File: src/rtl/pit_pkg.sv
package pit_pkg;
  localparam int LVL_W = 3;
  localparam logic [LVL_W-1:0] LVL_NONE = '0;
  localparam logic [LVL_W-1:0] LVL_NMI  = '1;

  typedef enum logic [1:0] {
    SEL_PERIOD = 2'd0,
    SEL_LEVEL  = 2'd1,
    SEL_VECTOR = 2'd2,
    SEL_SPARE  = 2'd3
  } wr_sel_e;
endpackage

File: src/rtl/pit_regs.sv
module pit_regs
  import pit_pkg::*;
#(
  parameter int CNT_W = 16,
  parameter int VEC_W = 8,
  parameter logic [VEC_W-1:0] VEC_RST = 8'h0F
) (
  input  logic             clk,
  input  logic             rst,
  input  logic             wr_en,
  input  logic [1:0]       wr_sel,
  input  logic [CNT_W-1:0] wr_data,
  output logic [CNT_W-1:0] period_q,
  output logic [LVL_W-1:0] level_q,
  output logic [VEC_W-1:0] vector_q
);
  wr_sel_e sel;
  assign sel = wr_sel_e'(wr_sel);

  always_ff @(posedge clk) begin
    if (rst) begin
      period_q <= '0;
      level_q  <= LVL_NONE;
      vector_q <= VEC_RST;
    end else if (wr_en) begin
      case (sel)
        SEL_PERIOD: period_q <= wr_data;
        SEL_LEVEL:  level_q  <= wr_data[LVL_W-1:0];
        SEL_VECTOR: vector_q <= wr_data[VEC_W-1:0];
        default: ;
      endcase
    end
  end
endmodule

File: src/rtl/pit_counter.sv
module pit_counter #(
  parameter int CNT_W = 16
) (
  input  logic             clk,
  input  logic             rst,
  input  logic             tick,
  input  logic [CNT_W-1:0] period,
  output logic [CNT_W-1:0] count,
  output logic             expire
);
  localparam logic [CNT_W-1:0] ONE = CNT_W'(1);

  logic halted;
  logic at_load;

  assign halted  = (period == '0);
  assign at_load = (count == '0) || (count == ONE);
  assign expire  = tick && !halted && (count == ONE);

  always_ff @(posedge clk) begin
    if (rst) begin
      count <= '0;
    end else if (halted) begin
      count <= '0;
    end else if (tick) begin
      if (at_load) count <= period;
      else         count <= count - ONE;
    end
  end
endmodule

File: src/rtl/pit_arbiter.sv
module pit_arbiter
  import pit_pkg::*;
#(
  parameter int VEC_W = 8
) (
  input  logic             clk,
  input  logic             rst,
  input  logic [LVL_W-1:0] t_lvl,
  input  logic [VEC_W-1:0] t_vec,
  input  logic [LVL_W-1:0] e_lvl,
  input  logic [VEC_W-1:0] e_vec,
  input  logic [LVL_W-1:0] mask,
  output logic             irq_valid,
  output logic [LVL_W-1:0] irq_lvl,
  output logic [VEC_W-1:0] irq_vec,
  output logic             irq_src
);
  logic             t_win;
  logic [LVL_W-1:0] w_lvl;
  logic [VEC_W-1:0] w_vec;
  logic             present;

  always_comb begin
    t_win   = (t_lvl != LVL_NONE) && (t_lvl >= e_lvl);
    w_lvl   = t_win ? t_lvl : e_lvl;
    w_vec   = t_win ? t_vec : e_vec;
    present = (w_lvl != LVL_NONE) && ((w_lvl == LVL_NMI) || (w_lvl > mask));
  end

  always_ff @(posedge clk) begin
    if (rst) begin
      irq_valid <= 1'b0;
      irq_lvl   <= LVL_NONE;
      irq_vec   <= '0;
      irq_src   <= 1'b0;
    end else begin
      irq_valid <= present;
      irq_lvl   <= present ? w_lvl : LVL_NONE;
      irq_vec   <= present ? w_vec : '0;
      irq_src   <= present && t_win;
    end
  end
endmodule

File: src/rtl/pit_core.sv
module pit_core
  import pit_pkg::*;
#(
  parameter int CNT_W = 16,
  parameter int VEC_W = 8,
  parameter logic [VEC_W-1:0] VEC_RST = 8'h0F
) (
  input  logic             clk,
  input  logic             rst,
  input  logic             tick,
  input  logic             wr_en,
  input  logic [1:0]       wr_sel,
  input  logic [CNT_W-1:0] wr_data,
  input  logic [2:0]       ext_lvl,
  input  logic [VEC_W-1:0] ext_vec,
  input  logic [2:0]       cpu_mask,
  input  logic             ack,
  output logic             irq_valid,
  output logic [2:0]       irq_lvl,
  output logic [VEC_W-1:0] irq_vec,
  output logic             irq_src
);
  logic [CNT_W-1:0] period_q;
  logic [LVL_W-1:0] level_q;
  logic [VEC_W-1:0] vector_q;
  logic [CNT_W-1:0] count;
  logic             expire;
  logic             pend_q;
  logic             pend_clr;
  logic             pend_set;
  logic [LVL_W-1:0] t_lvl;

  pit_regs #(.CNT_W(CNT_W), .VEC_W(VEC_W), .VEC_RST(VEC_RST)) u_regs (
    .clk(clk), .rst(rst), .wr_en(wr_en), .wr_sel(wr_sel), .wr_data(wr_data),
    .period_q(period_q), .level_q(level_q), .vector_q(vector_q)
  );

  pit_counter #(.CNT_W(CNT_W)) u_cnt (
    .clk(clk), .rst(rst), .tick(tick), .period(period_q),
    .count(count), .expire(expire)
  );

  assign pend_set = expire && (level_q != LVL_NONE);
  assign pend_clr = ack && irq_valid && irq_src;

  always_ff @(posedge clk) begin
    if (rst) pend_q <= 1'b0;
    else     pend_q <= (pend_q && !pend_clr) || pend_set;
  end

  assign t_lvl = pend_q ? level_q : LVL_NONE;

  pit_arbiter #(.VEC_W(VEC_W)) u_arb (
    .clk(clk), .rst(rst), .t_lvl(t_lvl), .t_vec(vector_q),
    .e_lvl(ext_lvl), .e_vec(ext_vec), .mask(cpu_mask),
    .irq_valid(irq_valid), .irq_lvl(irq_lvl), .irq_vec(irq_vec), .irq_src(irq_src)
  );
endmodule

File: config.mk
export PLATFORM = sky130hd
export DESIGN_NAME = pit_core
export DESIGN_NICKNAME = d
export VERILOG_FILES = /design/src/rtl/pit_pkg.sv /design/src/rtl/pit_regs.sv /design/src/rtl/pit_counter.sv /design/src/rtl/pit_arbiter.sv /design/src/rtl/pit_core.sv
export SDC_FILE = /design/constraint.sdc
export NUM_CORES = 1
export LEC_CHECK = 0
export BUFFER_PORTS_ARGS = -buffer_cell sky130_fd_sc_hd__buf_2
export CORE_ASPECT_RATIO = 1.2
export CORE_UTILIZATION = 50
export CTS_BUF_LIST = sky130_fd_sc_hd__clkbuf_4 sky130_fd_sc_hd__clkbuf_8 sky130_fd_sc_hd__clkbuf_16
export DETAILED_ROUTE_END_ITERATION = 7
export GPL_TIMING_DRIVEN = 1
export PLACE_DENSITY = 0.75
export REMOVE_ABC_BUFFERS = 1
export SYNTH_ARGS = -nofsm -noshare
export SYNTH_HDL_FRONTEND = slang
export SYNTH_SLANG_ARGS = --single-unit
File: constraint.sdc
create_clock -name clk -period 2.9 [get_ports clk]
set_clock_uncertainty 0.05 [all_clocks]
set_input_delay 0.58 -clock clk [delete_from_list [all_inputs] [get_ports clk]]
set_output_delay 0.58 -clock clk [all_outputs]
set_load 0.005 [all_outputs]
==> results.yml <==
pwr:
  power.switching_mw: 1.69
  pwr_density_cell_mw_per_mm2: 1110
  pwr-share-clk_pct: 22.4
  leakagePower_nw: 1.53
  swShare_pct: 44.2
  power.total_mw: 3.83
  peakVddDrop_v: 0.000544
  p_seq_share_pct: 27.7
  pwr-share-comb_pct: 49.8
  intPower_mw: 2.14
min_path:
  hold_depth: 3
  hold_path_class: "input pin to flop"
global_route:
  grt_pass1_vias: 2653
  grt_busiest_layer: "met2"
  gr-usage-met3_pct: 6.36
  grt_pass1_wl_microns: 12000
  gr-usage-met2_pct: 43.4
  grt_max_degree: 31
  grt_overflow_total: 0
  antenna_found_initial: 0
  grt_use_met1_pct: 29.7
  grt_use_total_pct: 25.4
routing:
  totalWireLength_microns: 7400
  vias_per_cell: 5.82
  firstDrtPassIters: 4
  ant_nets: 0
  drcViolationCount: 0
  wl_per_cell_microns: 16.2
  dr_total_vias: 2656
  drt_iter0_markers: 176
die:
  die_y_microns: 84.4
  core_area_sq_mm: 0.00537
  rows: 29
  start_util_pct: 52.7
  dieWidth_microns: 70.7
  die-area_sq_mm: 0.00597
  pin_count: 50
yosys:
  yosysUniqueCellTypes: 54
  synth-seq-area-share_pct: 40.3
  syn_avg_cell_area_sq_um: 8.45
  syn_area_sq_mm: 0.00283
  syn_inst: 335
  synth_edf_count: 0
  yosysTopAreaCell: "dfxtp_1"
  synthArstFlopShare_pct: 0
  synthTopCellsByArea: "dfxtp_1, mux2i_1, nand2_1, a21oi_1, ha_1"
  ys_seq_elements: 57
  yosysWarnings: 0
  synthFlopType: "dfxtp_1"
  synth_top_cell_area_share_pct: 40.3
worst_setup_path:
  crit_arrival_ns: 2.98
  required_ns: 3.14
  crit_fanout: 5
  crit_path_end_kind: "flop"
  r2r.worst_path.cells: 12
  critPathKind: "flop to flop"
  crit_path_start_kind: "flop"
cells_and_area:
  final_nets: 433
  areaGrowthSynthToFinish_pct: 21.5
  drive_above_1_share_pct: 24.9
  final_common_cell: "dfxtp_1"
  final_cell_mix: "dfxtp_1, nand2_1, buf_2, a21oi_1, mux2i_1"
  fillers: 447
  diodes: 0
timing:
  fin_ws_ns: 0.158
  post-route-period-util_pct: 94.5
  max_slew_margin_pct: 63.1
  finalCriticalPeriod_ns: 2.74
  hold_viol: 0
  max_freq_mhz: 365
  tightest_slew_ns: 0.550
  setup_viol: 0
  slew_viol_final: 0
cts:
  clock_tree.root_cell: "clkbuf_8"
  cts_buffers: 9
  path_clk_slew_ns: 0.08
  cts_tree: "done"
  cts_buffer_depth: 2
  htreeDepth: 3
  hold_buffers: 0
  cts.sinks: 57
  postCtsSetupBuffers: 0
  worstSkewPairLatency_ns: 0.35
placed_design:
  port-buffer-count: 49
  post-dp-hpwl_microns: 5030
  pre_cts_ws_ns: -0.350
  gp_congestion: 0.848
run_status:
  outcome: "complete, no violations"
run:
  cap_violations: 0
layout make-up:
cell class | instances | area, sq um | share of cell area (%)
clock inverters | 7 | 104 | 3.02
multi-input cells | 246 | 1600 | 46.5
flip-flops and latches | 57 | 1140 | 33.2
well taps | 62 | 77.6 | 2.26
inverters | 13 | 48.8 | 1.42
repair buffers | 62 | 343 | 9.97
clock buffers | 9 | 124 | 3.60
flip-flops by register name, indices dropped and copies added, names as in the netlist:
signal           flops
u_cnt.count         16
u_arb.irq_lvl        3
u_regs.level_q       3
u_arb.irq_vec        8
u_regs.vector_q      8
u_arb.irq_valid      1
u_arb.irq_src        1
pend_q               1
u_regs.period_q     16
layer usage:
| metal | part of all wire, % | vias up |
|---|---|---|
| met5 | 0 | - |
| met4 | 1.9 | 0 |
| met3 | 5.1 | 11 |
| met2 | 50 | 75 |
| met1 | 43 | 1253 |
| li1 | - | 1317 |
timing repair:
item	CTS	global route
gates resized for setup	2	10
endpoints found under the setup margin	9	12
cloned	0	1
pin swaps	1	4
endpoints found under the hold margin	0	0
power groups by stage:
stage | Combinational (mW) | Clock, mW | Sequential (mW)
after global placement | 1.83 | 0 | 1.07
after detailed placement | 1.86 | 0 | 1.08
after CTS | 1.88 | 0.857 | 1.06
after floorplan | 1.43 | 0 | 1.04
final | 1.91 | 0.860 | 1.06
after global routing | 2.11 | 0.902 | 1.08
path summary, 6_finish.rpt:
check	end	slack, ns	start
max	u_arb.irq_vec[7]	0.16	u_regs.level_q[0]
min	u_regs.period_q[9]	0.41	wr_data[9]
max reg2reg	u_arb.irq_vec[7]	0.16	u_regs.level_q[0]
min reg2reg	u_cnt.count[10]	0.43	u_cnt.count[10]
per-stage QoR:
step	TNS [ns]	utilization, %	cells	hold WS, ns	cell area [sq um]
floorplan	-0.206	-	315	0.389	2740
global placement	-2.19	58.9	439	0.415	3160
detailed placement	-3.47	58.9	439	0.422	3160
CTS	0	63.3	455	0.415	3400
global route	-0.187	64.0	456	0.419	3440
finish	0	64.0	456	0.410	3440
kinds of logic (layout without fill, tap and decap cells):
logic type               after synthesis  in the layout  share of synthesized area, %
flip-flops                            57             57                          40.3
buffers and inverters                 33             91                          5.04
multiplexers                          25             25                          8.89
AND/OR/NAND/NOR                      124            124                          22.5
adder cells (fa/ha/maj)                7              7                          3.09
AO/OA/AOI/OAI                         89             90                          20.2
cell usage after synthesis (all sizes together), types with 5 or more instances:
cell    instances
inv            13
nor4           11
nand2b          6
mux2i          24
nor2           17
a21oi          33
dfxtp          57
o21ai          14
nor3            9
clkbuf         14
buf             6
ha              7
nand2          51
nand3           5
worst max-delay path, stage by stage (launching register included):
cell      delay (ns)
dfxtp_2         0.34
nand2_1         0.07
ha_1            0.26
nand2b_1        0.14
a222oi_1        0.41
o21a_1          0.18
nor2_1          0.05
ha_1            0.28
nand3_1         0.08
o21ai_1         0.08
or2_4           0.26
a211o_4         0.33
a21oi_2         0.15
No activity file was read; power rests on OpenSTA's default activity.
